`src/rtl/abr_pkg.sv`:
```
package abr_pkg;
    typedef enum logic [2:0] {
        ST_HUNT   = 3'd0,
        ST_MEAS   = 3'd1,
        ST_REJECT = 3'd2,
        ST_IDLE   = 3'd3,
        ST_RECV   = 3'd4
    } abr_state_e;
endpackage

```
`src/rtl/abr_line_sync.sv`:
```
module abr_line_sync #(
    parameter int STAGES = 2
) (
    input  logic clk,
    input  logic rst,
    input  logic rx_i,
    output logic line_o,
    output logic fall_o,
    output logic change_o
);
    logic [STAGES-1:0] chain_d, chain_q;
    logic              prev_d, prev_q;

    generate
        if (STAGES == 1) begin : g_one
            always_comb chain_d = rx_i;
        end else begin : g_many
            always_comb chain_d = {chain_q[STAGES-2:0], rx_i};
        end
    endgenerate

    always_comb prev_d = chain_q[STAGES-1];

    always_ff @(posedge clk) begin
        if (rst) begin
            chain_q <= '1;
            prev_q  <= 1'b1;
        end else begin
            chain_q <= chain_d;
            prev_q  <= prev_d;
        end
    end

    assign line_o   = chain_q[STAGES-1];
    assign fall_o   = prev_q & ~chain_q[STAGES-1];
    assign change_o = prev_q ^ chain_q[STAGES-1];
endmodule

```
`src/rtl/abr_idle_timer.sv`:
```
module abr_idle_timer #(
    parameter int unsigned LIMIT = 1000
) (
    input  logic clk,
    input  logic rst,
    input  logic change_i,
    output logic expire_o
);
    localparam int TW = $clog2(LIMIT + 1);

    logic [TW-1:0] cnt_d, cnt_q;

    always_comb begin
        if (change_i)                  cnt_d = '0;
        else if (cnt_q == TW'(LIMIT))  cnt_d = cnt_q;
        else                           cnt_d = cnt_q + 1'b1;
    end

    always_ff @(posedge clk) begin
        if (rst) cnt_q <= '0;
        else     cnt_q <= cnt_d;
    end

    assign expire_o = !change_i && (cnt_q == TW'(LIMIT - 1));
endmodule

```
`src/rtl/abr_rate_check.sv`:
```
module abr_rate_check #(
    parameter int unsigned MIN_P = 10,
    parameter int unsigned MAX_P = 500,
    parameter int          CW    = 12,
    parameter int          PW    = 9
) (
    input  logic [CW-1:0] span_i,
    output logic [PW-1:0] period_o,
    output logic          ok_o
);
    logic [CW-1:0] quot;

    always_comb begin
        quot     = span_i >> 3;
        period_o = quot[PW-1:0];
        ok_o     = (quot >= CW'(MIN_P)) && (quot <= CW'(MAX_P));
    end
endmodule

```
`src/rtl/autobaud_rx.sv`:
```
module autobaud_rx
    import abr_pkg::*;
#(
    parameter int unsigned CLK_HZ      = 100_000_000,
    parameter int unsigned BAUD_MIN    = 2400,
    parameter int unsigned BAUD_MAX    = 115200,
    parameter int unsigned IDLE_MS     = 15,
    parameter int          SYNC_STAGES = 2,
    localparam int unsigned MIN_P      = CLK_HZ / BAUD_MAX,
    localparam int unsigned MAX_P      = (CLK_HZ + BAUD_MIN - 1) / BAUD_MIN,
    localparam int          PW         = $clog2(MAX_P + 2)
) (
    input  logic          clk,
    input  logic          rst,
    input  logic          rx_i,
    output logic [7:0]    data_o,
    output logic          valid_o,
    output logic          locked_o,
    output logic          frame_err_o,
    output logic [PW-1:0] period_o
);
    localparam int unsigned IDLE_CYC = (CLK_HZ / 1000) * IDLE_MS;
    localparam int unsigned SPAN_LIM = 8 * MAX_P + 7;
    localparam int          CW       = $clog2(8 * MAX_P + 9);

    typedef struct packed {
        abr_state_e    st;
        logic [CW-1:0] cnt;
        logic [2:0]    edges;
        logic [3:0]    bitn;
        logic [7:0]    shr;
        logic [PW-1:0] period;
        logic          locked;
        logic          valid;
        logic          ferr;
        logic [7:0]    data;
    } abr_regs_t;

    abr_regs_t state_d, state_q;

    logic          line, fall, change, expire, rate_ok;
    logic [PW-1:0] meas_period;
    logic [CW-1:0] span, target;

    abr_line_sync #(.STAGES(SYNC_STAGES)) u_sync (
        .clk(clk), .rst(rst), .rx_i(rx_i),
        .line_o(line), .fall_o(fall), .change_o(change)
    );

    abr_idle_timer #(.LIMIT(IDLE_CYC)) u_idle (
        .clk(clk), .rst(rst), .change_i(change), .expire_o(expire)
    );

    assign span = state_q.cnt + 1'b1;

    abr_rate_check #(.MIN_P(MIN_P), .MAX_P(MAX_P), .CW(CW), .PW(PW)) u_rate (
        .span_i(span), .period_o(meas_period), .ok_o(rate_ok)
    );

    // start bit is sampled after half a period, the rest one period apart
    assign target = (state_q.bitn == 4'd0) ? CW'(state_q.period >> 1)
                                           : CW'(state_q.period);

    always_comb begin
        state_d       = state_q;
        state_d.valid = 1'b0;
        state_d.ferr  = 1'b0;
        unique case (state_q.st)
            ST_HUNT: begin
                if (fall) begin
                    state_d.st    = ST_MEAS;
                    state_d.cnt   = '0;
                    state_d.edges = '0;
                end
            end
            ST_MEAS: begin
                state_d.cnt = span;
                if (fall) begin
                    if (state_q.edges == 3'd3) begin
                        if (rate_ok) begin
                            state_d.period = meas_period;
                            state_d.locked = 1'b1;
                            state_d.st     = ST_IDLE;
                        end else begin
                            state_d.st     = ST_REJECT;
                        end
                    end else begin
                        state_d.edges = state_q.edges + 3'd1;
                    end
                end else if (state_q.cnt == CW'(SPAN_LIM)) begin
                    state_d.st = ST_REJECT;
                end
            end
            ST_REJECT: ;
            ST_IDLE: begin
                if (fall) begin
                    state_d.st   = ST_RECV;
                    state_d.cnt  = '0;
                    state_d.bitn = '0;
                end
            end
            ST_RECV: begin
                if (span >= target) begin
                    state_d.cnt = '0;
                    if (state_q.bitn == 4'd0) begin
                        if (line) state_d.st   = ST_IDLE;
                        else      state_d.bitn = 4'd1;
                    end else if (state_q.bitn == 4'd9) begin
                        state_d.st = ST_IDLE;
                        if (line) begin
                            state_d.valid = 1'b1;
                            state_d.data  = state_q.shr;
                        end else begin
                            state_d.ferr  = 1'b1;
                        end
                    end else begin
                        state_d.shr  = {line, state_q.shr[7:1]};
                        state_d.bitn = state_q.bitn + 4'd1;
                    end
                end else begin
                    state_d.cnt = span;
                end
            end
            default: state_d.st = ST_HUNT;
        endcase
        if (expire) begin
            state_d.st     = ST_HUNT;
            state_d.locked = 1'b0;
        end
    end

    always_ff @(posedge clk) begin
        if (rst) begin
            state_q    <= '0;
            state_q.st <= ST_HUNT;
        end else begin
            state_q    <= state_d;
        end
    end

    assign data_o      = state_q.data;
    assign valid_o     = state_q.valid;
    assign locked_o    = state_q.locked;
    assign frame_err_o = state_q.ferr;
    assign period_o    = state_q.period;
endmodule

```
`config.mk`:
```
export PLATFORM = sky130hd
export DESIGN_NAME = autobaud_rx
export DESIGN_NICKNAME = d
export VERILOG_FILES = /design/src/rtl/abr_pkg.sv /design/src/rtl/abr_line_sync.sv /design/src/rtl/abr_idle_timer.sv /design/src/rtl/abr_rate_check.sv /design/src/rtl/autobaud_rx.sv
export SDC_FILE = /design/constraint.sdc
export NUM_CORES = 1
export LEC_CHECK = 0
export BUFFER_PORTS_ARGS = -buffer_cell sky130_fd_sc_hd__buf_2
export CORE_MARGIN = 3
export CORE_UTILIZATION = 35
export CTS_BUF_LIST = sky130_fd_sc_hd__clkbuf_2
export CTS_CLUSTER_SIZE = 25
export DETAILED_ROUTE_END_ITERATION = 7
export PLACE_DENSITY = 0.54
export SLEW_MARGIN = 20
export SYNTH_ARGS = -nofsm -noshare
export SYNTH_HDL_FRONTEND = slang
export SYNTH_SLANG_ARGS = --single-unit
```
`constraint.sdc`:
```
create_clock -name clk -period 8.1 [get_ports clk]
set_input_delay 1.215 -clock clk [delete_from_list [all_inputs] [get_ports clk]]
set_output_delay 1.215 -clock clk [all_outputs]
set_load 0.01 [all_outputs]
```
==> out/qor.txt, run 1 <==
=====================================================================================
Layout-stage area growth over the synthesis result                              4.51%
Async set-reset flop share out of synthesis                                        0%
Hold-fix buffers at CTS                                                             0
Count of unique library cells instantiated by Yosys                                70
Violation count after the first detailed-route iteration                          290
Part of the power in the clock network                                          33.1%
Worst setup path category                                                     reg2reg
Detail-routed via count per cell                                                 5.31
First-pass GRT wire length                                                    19.4 mm
Post-Synthesis Mean Instance Area                                            8.48 um2
TritonCTS sink count                                                               88
Worst max-slew margin expressed relative to the limit                           25.9%
Number of core rows                                                                43
Final estimated routing congestion in global placement                          0.866
Highest attainable clock frequency                                          0.243 GHz
Number of global-route vias before repair                                       3,791
Final critical-path required period                                           4.11 ns
Wire length reported by the detailed router                                   11.6 mm
Number of endpoints with negative hold slack in the final report                    0
Transition time of the tightest slew-check pin                                1.11 ns
Endpoints failing setup                                                             0
RSZ-0062 raised after global routing                                            false
Antenna diodes                                                                      0
IO Port Bufs                                                                       29
Critical path capture point type                                             register
Nets in the synthesized netlist                                                   637
Drt wl/cell                                                                   14.8 um
Clock buffer count from CTS                                                         9
Top-level port count                                                               30
Max-cap check violation count                                                       0
CP max FO                                                                          12
Share of the clock period used by the worst path                                50.8%
# Post-CTS Setup Buffers                                                            0
DIE WIDTH                                                                      128 um
Proportion of layout cells with a drive suffix above 1                          12.7%
Clock-pin slew of the registers on the worst-case setup and hold paths        0.28 ns
Kind of start point of the critical path                                     register
Remaining design rule violation count                                               0
CP Data Required Time                                                         8.61 ns
Number of warnings reported in the yosys synthesis log                              0
Register share of total power                                                   51.1%
Post-detail-place hpwl                                                        8.51 mm
Maximum VDD drop                                                            0.0866 mV
EDFF count, synth                                                                   0
# H-tree levels                                                                     3
Slew Viols, Final                                                                   0
Maximum number of pins on one net before global-route repair                       54
Share of the yosys chip area belonging to registers                             34.0%
Worst min-delay path category                                                 reg2reg
Overflow after GRT                                                                  0
Final design utilization                                                        38.2%
TritonCTS clock tree                                                             done
Antenna viol nets, final                                                            0
Master cell of the clock root buffer                                     sky130_fd_sc_hd__clkbuf_2
Post-synthesis cell count                                                         612
CTS max path bufs                                                                   2
Initial Util                                                                    36.5%
Clock insertion delay at the later pin of the skew report                     0.62 ns
Internal power                                                               0.633 mW
DIE AREA                                                                   16,300 um2
Core area                                                                  14,200 um2
Vias                                                                            4,166
Status                                                                   finished, final reports clean
P_leak                                                                        2.11 nW
Final net count                                                                   625
Antenna violations before repair                                                    0
Switch Pwr                                                                   0.267 mW
Switching part of the total power                                               29.7%
Worst Skew                                                                  0.0449 ns
GRT Overall Usage                                                               14.7%
Post-Synthesis Cell Area                                                     5190 um2
Setup tns final                                                                  0 ns
Data arrival, critical path                                                   4.62 ns
Main flop type after synthesis                                           sky130_fd_sc_hd__dfxtp_1
Power density cells                                                        166 nW/um2
Synthesis-stage register bit count                                                 88
PostCTS Resize Cnt                                                                  0
Count of TritonRoute iterations in the first routing pass                           5
Overall die height                                                             128 um
Share of total power in combinational logic                                     15.9%
=====================================================================================
## critical path, stage by stage (launching register included)
cell,delay (ns)
sky130_fd_sc_hd__dfxtp_1,0.55
sky130_fd_sc_hd__and3_2,0.27
sky130_fd_sc_hd__and3_1,0.44
sky130_fd_sc_hd__nand4_1,0.24
sky130_fd_sc_hd__xnor2_1,0.43
sky130_fd_sc_hd__ha_1,0.25
sky130_fd_sc_hd__inv_1,0.05
sky130_fd_sc_hd__a211oi_2,0.19
sky130_fd_sc_hd__o31a_2,0.15
sky130_fd_sc_hd__a41oi_2,0.04
sky130_fd_sc_hd__a21o_4,0.26
sky130_fd_sc_hd__a21oi_1,0.79
sky130_fd_sc_hd__mux2i_1,0.27
sky130_fd_sc_hd__nor2_1,0.06
## sequential cells by signal (all words and copies together), names as in the netlist
signal / cells
u_sync.chain_q: 2
state_q: 37
data_o: 8
period_o: 16
frame_err_o: 1
valid_o: 1
u_sync.prev_q: 1
u_idle.cnt_q: 21
locked_o: 1
## cell type report
| class | count | area, um2 |
|---|---|---|
| sequential | 88 | 1760 |
| clock inverter | 7 | 119 |
| clock buffer | 9 | 45.0 |
| tap | 180 | 225 |
| timing repair buffer | 32 | 168 |
| fill | 1480 | 8780 |
| multi-input combinational | 452 | 3040 |
| inverter | 17 | 63.8 |
## synthesized netlist by cell type, types with 3 or more instances
| master | n | area, um2 |
|---|---|---|
| sky130_fd_sc_hd__a21oi_1 | 25 | 125 |
| sky130_fd_sc_hd__a22o_1 | 12 | 105 |
| sky130_fd_sc_hd__and2_1 | 6 | 37.5 |
| sky130_fd_sc_hd__and3_1 | 11 | 68.8 |
| sky130_fd_sc_hd__buf_2 | 7 | 35.0 |
| sky130_fd_sc_hd__buf_4 | 26 | 195 |
| sky130_fd_sc_hd__clkbuf_1 | 20 | 75.1 |
| sky130_fd_sc_hd__dfxtp_1 | 88 | 1760 |
| sky130_fd_sc_hd__ha_1 | 22 | 275 |
| sky130_fd_sc_hd__inv_1 | 17 | 63.8 |
| sky130_fd_sc_hd__mux2i_1 | 45 | 450 |
| sky130_fd_sc_hd__nand2_1 | 48 | 180 |
| sky130_fd_sc_hd__nand2b_1 | 7 | 43.8 |
| sky130_fd_sc_hd__nand3_1 | 26 | 130 |
| sky130_fd_sc_hd__nand3b_1 | 3 | 22.5 |
| sky130_fd_sc_hd__nand4_1 | 10 | 62.6 |
| sky130_fd_sc_hd__nand4b_1 | 4 | 35.0 |
| sky130_fd_sc_hd__nor2_1 | 81 | 304 |
| sky130_fd_sc_hd__nor2b_1 | 7 | 43.8 |
| sky130_fd_sc_hd__nor3_1 | 11 | 55.1 |
| sky130_fd_sc_hd__nor3b_1 | 5 | 37.5 |
| sky130_fd_sc_hd__nor4_1 | 5 | 31.3 |
| sky130_fd_sc_hd__o211ai_1 | 3 | 22.5 |
| sky130_fd_sc_hd__o21ai_0 | 26 | 130 |
| sky130_fd_sc_hd__o31ai_1 | 3 | 22.5 |
| sky130_fd_sc_hd__or2_2 | 7 | 43.8 |
| sky130_fd_sc_hd__or3_1 | 8 | 50.1 |
| sky130_fd_sc_hd__xnor2_1 | 17 | 149 |
| sky130_fd_sc_hd__xor2_1 | 12 | 105 |
## cells in the final DEF (no fill, tap or decap), drive strengths merged, types with 4 or more instances in the layout
| cell | Yosys | layout |
|---|---|---|
| dfxtp | 88 | 88 |
| nor2 | 81 | 81 |
| nand2 | 48 | 48 |
| mux2i | 45 | 45 |
| buf | 35 | 32 |
| nand3 | 27 | 27 |
| o21ai | 26 | 26 |
| a21oi | 26 | 26 |
| ha | 22 | 22 |
| inv | 17 | 18 |
| xnor2 | 17 | 17 |
| and3 | 13 | 13 |
| xor2 | 12 | 12 |
| a22o | 12 | 12 |
| nor3 | 11 | 11 |
| nand4 | 11 | 11 |
| clkbuf | 20 | 9 |
| or3 | 8 | 8 |
| or2 | 8 | 8 |
| nand2b | 8 | 8 |
| nor2b | 7 | 7 |
| and2 | 7 | 7 |
| nor4 | 6 | 6 |
| nor3b | 5 | 5 |
| nand4b | 4 | 4 |
| o211ai | 4 | 4 |
## kinds of logic after synthesis
kind of cell	count (synthesis)	synth area share, %
buf+inv	72	7.55
xor+xnor	29	4.90
flops	88	34.0
compound gates	98	13.6
mux	46	8.90
fa+ha+maj	22	5.31
simple gates	257	25.8
## power groups by stage
stage / clock network (mW) / registers, mW / logic (mW)
after CTS: 0.307 / 0.459 / 0.145
after detailed placement: 0 / 0.467 / 0.144
after floorplan: 0 / 0.459 / 0.115
after global routing: 0.326 / 0.462 / 0.160
final: 0.297 / 0.459 / 0.143
after global placement: 0 / 0.466 / 0.142
## layer usage
layer  track usage [%]  up-vias  part of all wire (%)
met5                 0        -                     0
met2              21.4       77                    43
met1              21.2     1965                    51
met3              2.96       16                   3.5
li1                  -     2108                     -
met4              5.68        0                   1.9
## final timing paths
path,slack (ns),to,depth (start not counted),from
worst min register to register,0.44,u_sync.chain_q[1]$_SDFF_PP1_,1,u_sync.chain_q[0]$_SDFF_PP1_
worst min-delay path,0.44,u_sync.chain_q[1]$_SDFF_PP1_,1,u_sync.chain_q[0]$_SDFF_PP1_
worst max register to register,3.99,state_q[34]$_SDFFE_PP0P_,13,state_q[44]$_SDFFE_PP0P_
worst max-delay path,3.99,state_q[34]$_SDFFE_PP0P_,13,state_q[44]$_SDFFE_PP0P_
## through the flow
stage,hold slack [ns],area [um2],power (mW),setup slack [ns],std cells
3_5_place_dp,0.395,5260,0.612,4.06,769
2_1_floorplan,0.389,5190,0.574,4.32,612
3_3_place_gp,0.395,5260,0.608,4.16,769
5_1_grt,0.470,5420,0.947,3.66,785
4_1_cts,0.444,5420,0.911,4.01,785
6_report,0.441,5420,0.899,3.99,785
Power figures use the tool's default switching activity.
==> run 2, diff against run 1 <==
- clock period: 8.1 -> 4.3 ns (I/O delays scaled with it)
==> run 2 against run 1 <==
  * Register-to-register slack worse by 3.6 ns
  * Core utilization increased by 0.42 points
  * Maximum frequency rose by 4.5%
  * Largest cell class unchanged
  * Largest power group unchanged
==> out/qor.txt, run 2 (same netlist as run 1, synthesis figures left out) <==
=====================================================================================
Largest register by flop count                                                state_q
Post-route worst setup slack                                                 0.365 ns
Clock insertion delay at the later pin of the skew report                     0.61 ns
Endpoint of the worst hold path                                          u_sync.chain_q[0]$_SDFF_PP1_
Worst min-delay path category                                                  in2reg
Drt wl/cell                                                                   15.4 um
Wire length reported by the detailed router                                   12.2 mm
CP max FO                                                                           6
Register-to-register setup slack                                              0.36 ns
Min Hold Slack                                                               0.217 ns
Top-level port count                                                               30
# H-tree levels                                                                     3
Post-place setup slack                                                       0.247 ns
Post-route non-filler standard cell count                                         792
DIE WIDTH                                                                      128 um
Clock-pin slew of the registers on the worst-case setup and hold paths        0.25 ns
Worst Skew                                                                  0.0224 ns
Endpoints failing setup                                                             0
Core area                                                                  14,200 um2
Highest attainable clock frequency                                          0.254 GHz
TritonCTS clock tree                                                             done
Critical path capture point type                                             register
Violation count after the first detailed-route iteration                          358
DIE AREA                                                                   16,300 um2
Count of TritonRoute iterations in the first routing pass                           5
Placement Cell Area                                                          5300 um2
Maximum number of pins on one net before global-route repair                       32
Reg-to-reg critical path startpoint                                      state_q[42]$_SDFFE_PP0P_
Worst Reg2Reg Path Length in Cells                                                 15
Power density cells                                                        304 nW/um2
Clock buffer count from CTS                                                         9
Antenna violations before repair                                                    0
CP Data Required Time                                                         4.86 ns
P_leak                                                                        2.13 nW
Number of endpoints with negative hold slack in the final report                    0
Worst max-slew margin expressed relative to the limit                           47.6%
Total power draw                                                              1.66 mW
Status                                                                   finished, final reports clean
Number of core rows                                                                43
CTS max path bufs                                                                   2
Number of cells on the worst hold path                                              2
Overall die height                                                             128 um
Initial Util                                                                    36.5%
Share of the clock period used by the worst path                                91.5%
Maximum VDD drop                                                             0.138 mV
Proportion of layout cells with a drive suffix above 1                          14.1%
Final estimated routing congestion in global placement                          0.875
Master cell of the clock root buffer                                     sky130_fd_sc_hd__clkbuf_2
Antenna viol nets, final                                                            0
Slew Viols, Final                                                                   0
GRT Overall Usage                                                               15.5%
Worst hold path startpoint                                                       rx_i
Final net count                                                                   632
Detail-routed via count per cell                                                 5.38
Vias                                                                            4,264
Remaining design rule violation count                                               0
Max FFs per register                                                               37
RSZ-0062 raised after global routing                                            false
Summed area of non-filler cells in the final layout                          5480 um2
Overflow after GRT                                                                  0
Antenna diodes                                                                      0
IO Port Bufs                                                                       29
TritonCTS sink count                                                               88
Most frequent cells in the layout                                        sky130_fd_sc_hd__dfxtp_1, sky130_fd_sc_hd__nor2_1, sky130_fd_sc_hd__nand2_1, sky130_fd_sc_hd__mux2i_1, sky130_fd_sc_hd__buf_2
Final design utilization                                                        38.6%
Final critical-path required period                                           3.94 ns
Fillers                                                                         1,497
First-pass GRT wire length                                                    20.6 mm
Most common cell after layout, fill and taps aside                       sky130_fd_sc_hd__dfxtp_1
Kind of start point of the critical path                                     register
Setup tns final                                                                  0 ns
Max-cap check violation count                                                       0
Number of global-route vias before repair                                       4,033
Post-detail-place hpwl                                                        8.94 mm
Number of placed instances, taps included                                         774
Transition time of the tightest slew-check pin                               0.786 ns
Layout-stage area growth over the synthesis result                              5.67%
Worst flop-to-flop path endpoint                                         state_q[59]$_SDFFE_PP0P_
Data arrival, critical path                                                   4.50 ns
Worst setup path category                                                     reg2reg
=====================================================================================
-- run 2: what timing repair did --
item / in CTS / in global routing
hold buffers: 0 / 0
resized for setup: 0 / 1
buffers inserted: 0 / 2
setup endpoints to repair: 0 / 2
endpoints found under the hold margin: 0 / 0
-- run 2: final cells by class --
type                            count  area (um2)  share of cell area, %
Multi-Input combinational cell    452        3050                   55.7
Sequential cell                    88        1760                   32.1
Inverter                           17        63.8                   1.16
Clock inverter                      7         101                   1.85
Timing Repair Buffer               39         233                   4.25
Tap cell                          180         225                   4.11
Clock buffer                        9        45.0                  0.822
-- run 2: how the worst max path moves through the flow --
stage | from | end | slack (ns) | depth (start not counted)
CTS | state_q[42]$_SDFFE_PP0P_ | state_q[29]$_SDFFE_PP0P_ | 0.22 | 15
detailed placement | state_q[42]$_SDFFE_PP0P_ | state_q[34]$_SDFFE_PP0P_ | 0.25 | 15
floorplan | state_q[35]$_SDFFE_PP0P_ | state_q[36]$_SDFFE_PP0P_ | 0.52 | 17
global placement | state_q[42]$_SDFFE_PP0P_ | state_q[30]$_SDFFE_PP0P_ | 0.39 | 15
finish | state_q[42]$_SDFFE_PP0P_ | state_q[59]$_SDFFE_PP0P_ | 0.36 | 15
global route | state_q[42]$_SDFFE_PP0P_ | state_q[59]$_SDFFE_PP0P_ | 0.09 | 16
-- run 2: report_power, final --
part / switching, mW / leakage [nW] / internal [mW]
Combinational: 0.173 / 1.34 / 0.116
Clock: 0.311 / 0.0795 / 0.198
Sequential: 0.0292 / 0.710 / 0.837
-- run 2: layer usage --
layer	global-route usage (%)	routed length, um	up-vias
met3	2.67	400	26
met2	22.8	5330	86
li1	-	-	2121
met1	21.8	6180	2031
met4	7.24	307	0
met5	0	0	-
-- run 2: critical path: stages, from the launching register on --
cell and delay, ns:
sky130_fd_sc_hd__dfxtp_1 0.48, sky130_fd_sc_hd__ha_1 0.31, sky130_fd_sc_hd__and4_2 0.33, sky130_fd_sc_hd__nand4_1 0.21
sky130_fd_sc_hd__xnor2_1 0.38, sky130_fd_sc_hd__ha_1 0.31, sky130_fd_sc_hd__a21oi_1 0.14, sky130_fd_sc_hd__o21ai_0 0.12
sky130_fd_sc_hd__or3_1 0.36, sky130_fd_sc_hd__a221o_1 0.29, sky130_fd_sc_hd__a41oi_2 0.21, sky130_fd_sc_hd__nand4_1 0.18
sky130_fd_sc_hd__o211ai_4 0.22, sky130_fd_sc_hd__buf_4 0.20, sky130_fd_sc_hd__nand3_1 0.07, sky130_fd_sc_hd__nand3_1 0.08
==> run 3, diff against run 2 <==
- ABC_AREA: default -> 1
==> run 3 against run 2 <==
  * Power is 36% higher
  * Sequential share of layout area is 1.4 points lower
  * Maximum frequency is 9.8% higher
  * Global-route usage is 0.96 points higher
  * Highest routed layer unchanged
  * Worst setup slack better by 0.35 ns
  * Area after synthesis is 5.5% higher
  * Largest power group is now combinational logic
  * Cell count is 33% higher
  * Routed wire length is 10% higher
  * Register-to-register slack better by 0.35 ns
  * First-iteration DRC count is 3.4% higher
  * Count of clock-buffer cells in the layout stayed put
  * Critical path depth is 6 higher
==> out/qor.txt, run 3 <==
=====================================================================================
Post-Synth Simple-Gate Area                                                     38.1%
Highest attainable clock frequency                                          0.279 GHz
Core area                                                                  15,300 um2
Most common cell after layout, fill and taps aside                       sky130_fd_sc_hd__nand2_1
Most frequently used cell type in the post-synthesis netlist             sky130_fd_sc_hd__nand2_1
Post-Synthesis Mean Instance Area                                            6.52 um2
Worst flop-to-flop path endpoint                                         state_q[30]$_SDFFE_PP0P_
Dominant combinational cell family by area after synthesis               simple AND/OR/NAND/NOR gates
Share of the yosys chip area belonging to registers                             32.2%
Post-route worst setup slack                                                 0.715 ns
Multiplexer fraction of the synthesized cell area                                  0%
TritonCTS clock tree                                                             done
Post-place setup slack                                                       0.737 ns
Internal power                                                                1.26 mW
PostCTS Resize Cnt                                                                  0
Proportion of layout cells with a drive suffix above 1                          10.3%
Synthesis-stage register bit count                                                 88
Area fraction in compound gates after synthesis                                 8.69%
Power density cells                                                        396 nW/um2
First-pass GRT wire length                                                    22.4 mm
RSZ-0062 raised after global routing                                            false
Part of the power in the clock network                                          20.3%
IO Port Bufs                                                                       29
TritonCTS sink count                                                               88
Vias                                                                            4,951
Min Hold Slack                                                               0.201 ns
Switching part of the total power                                               44.6%
Initial Util                                                                    35.9%
Number of core rows                                                                45
Maximum number of pins on one net before global-route repair                       47
Slew Viols, Final                                                                   0
Layout-stage area growth over the synthesis result                              4.80%
Worst Setup SP                                                           state_q[35]$_SDFFE_PP0P_
Cell types with the highest counts after synthesis                       sky130_fd_sc_hd__nand2_1, sky130_fd_sc_hd__nor2_1, sky130_fd_sc_hd__inv_1
Xor and xnor fraction of the mapped netlist area                                2.70%
Kind of start point of the critical path                                     register
Number of cells on the worst hold path                                              2
Antenna diodes                                                                      0
Worst Skew                                                                  0.0274 ns
Maximum VDD drop                                                             0.294 mV
EDFF count, synth                                                                   0
# Post-CTS Setup Buffers                                                            0
Overall die height                                                             131 um
Worst hold path startpoint                                                       rx_i
Final net count                                                                   861
Antenna violations before repair                                                    0
Count of TritonRoute iterations in the first routing pass                           5
Max-cap check violation count                                                       0
Violation count after the first detailed-route iteration                          370
Setup tns final                                                                  0 ns
Nets in the synthesized netlist                                                   864
Most frequent cells in the layout                                        sky130_fd_sc_hd__nand2_1, sky130_fd_sc_hd__nor2_1, sky130_fd_sc_hd__inv_1, sky130_fd_sc_hd__dfxtp_1, sky130_fd_sc_hd__nand3_1
Master cell of the clock root buffer                                     sky130_fd_sc_hd__clkbuf_2
Number of global-route vias before repair                                       4,560
Top-level port count                                                               30
Number of endpoints with negative hold slack in the final report                    0
Worst min-delay path category                                                  in2reg
Status                                                                   finished, final reports clean
Overflow after GRT                                                                  0
Worst max-slew margin expressed relative to the limit                           33.9%
Main flop type after synthesis                                           sky130_fd_sc_hd__dfxtp_1
Post-synthesis cell count                                                         839
Hold-fix buffers at CTS                                                             0
Total area of multi-input combinational cells                                2990 um2
P_leak                                                                        2.59 nW
Post-synthesis cell type with the largest combined area                  sky130_fd_sc_hd__dfxtp_1
Transition time of the tightest slew-check pin                               0.984 ns
DIE WIDTH                                                                      131 um
Share of the clock period used by the worst path                                83.4%
CP max FO                                                                          22
Endpoints failing setup                                                             0
Final critical-path required period                                           3.59 ns
Number of warnings reported in the yosys synthesis log                              0
Synth top area share                                                            32.2%
Reg-to-reg critical path startpoint                                      state_q[35]$_SDFFE_PP0P_
Largest register by flop count                                                state_q
Clock insertion delay at the later pin of the skew report                     0.61 ns
Final estimated routing congestion in global placement                          0.867
Wire length reported by the detailed router                                   13.4 mm
CP Data Required Time                                                         4.83 ns
Critical path capture point type                                             register
Remaining design rule violation count                                               0
Count of unique library cells instantiated by Yosys                                42
Data arrival, critical path                                                   4.12 ns
Async set-reset flop share out of synthesis                                        0%
Worst setup path category                                                     reg2reg
Fillers                                                                         1,686
Endpoint of the worst hold path                                          u_sync.chain_q[0]$_SDFF_PP1_
Register share of total power                                                   38.2%
GRT Overall Usage                                                               16.4%
CTS max path bufs                                                                   2
Top area cells in the synthesized netlist                                sky130_fd_sc_hd__dfxtp_1, sky130_fd_sc_hd__nand2_1, sky130_fd_sc_hd__nor2_1
Post-Synthesis Cell Area                                                     5470 um2
Register area                                                                1760 um2
Share of total power in combinational logic                                     41.5%
Antenna viol nets, final                                                            0
# H-tree levels                                                                     3
Worst Reg2Reg Path Length in Cells                                                 21
Max FFs per register                                                               37
Clock-pin slew of the registers on the worst-case setup and hold paths        0.26 ns
DIE AREA                                                                   17,200 um2
Detail-routed via count per cell                                                 4.71
Clock buffer count from CTS                                                         9
Post-detail-place hpwl                                                        9.94 mm
Final design utilization                                                        37.6%
Post-Synth Adder-Cell Area                                                      5.03%
Switch Pwr                                                                    1.01 mW
Register-to-register setup slack                                              0.71 ns
Drt wl/cell                                                                   12.8 um
=====================================================================================
## run 3: cell types whose count changed after synthesis, moves of 12 or more
cell                      before  now
sky130_fd_sc_hd__nor2_1       81  117
sky130_fd_sc_hd__a22o_1       12    0
sky130_fd_sc_hd__xnor2_1      17    2
sky130_fd_sc_hd__inv_1        17  105
sky130_fd_sc_hd__a21oi_1      25   37
sky130_fd_sc_hd__nand2_1      48  209
sky130_fd_sc_hd__nand4_1      10   29
sky130_fd_sc_hd__nand3_1      26   61
sky130_fd_sc_hd__mux2i_1      45    0
## run 3: final cells by class
cell class,instances,share of cell area [%]
clock buffers,9,0.785
repair buffers,33,3.05
inverters,113,7.40
well taps,211,4.60
multi-input cells,591,52.1
flip-flops and latches,88,30.7
clock inverters,7,1.40
## run 3: logic make-up after synthesis
family,after synthesis
adder cells (fa/ha/maj),22
AO/OA/AOI/OAI,87
buffers and inverters,160
AND/OR/NAND/NOR,469
flip-flops,88
XOR/XNOR,13
## run 3: power by group through the flow
stage               combinational [mW]  sequential (mW)  clock, mW
global placement                 0.937            0.882          0
global route                      1.09            0.872      0.518
CTS                              0.946            0.867      0.488
detailed placement               0.943            0.882          0
floorplan                        0.765            0.877          0
finish                           0.941            0.867      0.461
## run 3: how the worst max path moves through the flow
stage	endpoint	slack [ns]
floorplan	state_q[38]$_SDFFE_PP0P_	1.49
global placement	state_q[32]$_SDFFE_PP0P_	0.77
detailed placement	state_q[30]$_SDFFE_PP0P_	0.74
CTS	state_q[31]$_SDFFE_PP0P_	0.71
global route	state_q[34]$_SDFFE_PP0P_	0.21
finish	state_q[30]$_SDFFE_PP0P_	0.71
## run 3: layer usage
layer / part of all wire [%] / vias up / global-route usage [%]
li1: - / 2647 / -
met1: 50 / 2191 / 22.5
met2: 45 / 101 / 25.9
met3: 4.4 / 12 / 3.86
met4: 1.3 / 0 / 4.48
met5: 0 / - / 0
## run 3: worst max-delay path, stage by stage (launching register included)
cell and delay (ns):
sky130_fd_sc_hd__dfxtp_1 0.42, sky130_fd_sc_hd__inv_1 0.08, sky130_fd_sc_hd__ha_1 0.13, sky130_fd_sc_hd__nand3_1 0.49
sky130_fd_sc_hd__o21ai_0 0.56, sky130_fd_sc_hd__ha_1 0.25, sky130_fd_sc_hd__nand3b_1 0.11, sky130_fd_sc_hd__nand2_1 0.05
sky130_fd_sc_hd__nand2_1 0.06, sky130_fd_sc_hd__nand2_1 0.05, sky130_fd_sc_hd__nand2_1 0.05, sky130_fd_sc_hd__nand3b_1 0.07
sky130_fd_sc_hd__nand2_1 0.07, sky130_fd_sc_hd__nand2_1 0.05, sky130_fd_sc_hd__nand2_1 0.06, sky130_fd_sc_hd__nand2_1 0.08
sky130_fd_sc_hd__nand2_4 0.19, sky130_fd_sc_hd__nand2_4 0.16, sky130_fd_sc_hd__nand2_2 0.22, sky130_fd_sc_hd__inv_1 0.18
sky130_fd_sc_hd__nor2_1 0.12, sky130_fd_sc_hd__nor2_1 0.06
## run 3: stage by stage
stage          area [um2]  power (mW)  instances
4_1_cts              5740        2.30       1052
2_1_floorplan        5470        1.64        839
6_report             5740        2.27       1052
5_1_grt              5740        2.48       1052
3_3_place_gp         5610        1.82       1036
3_5_place_dp         5610        1.83       1036
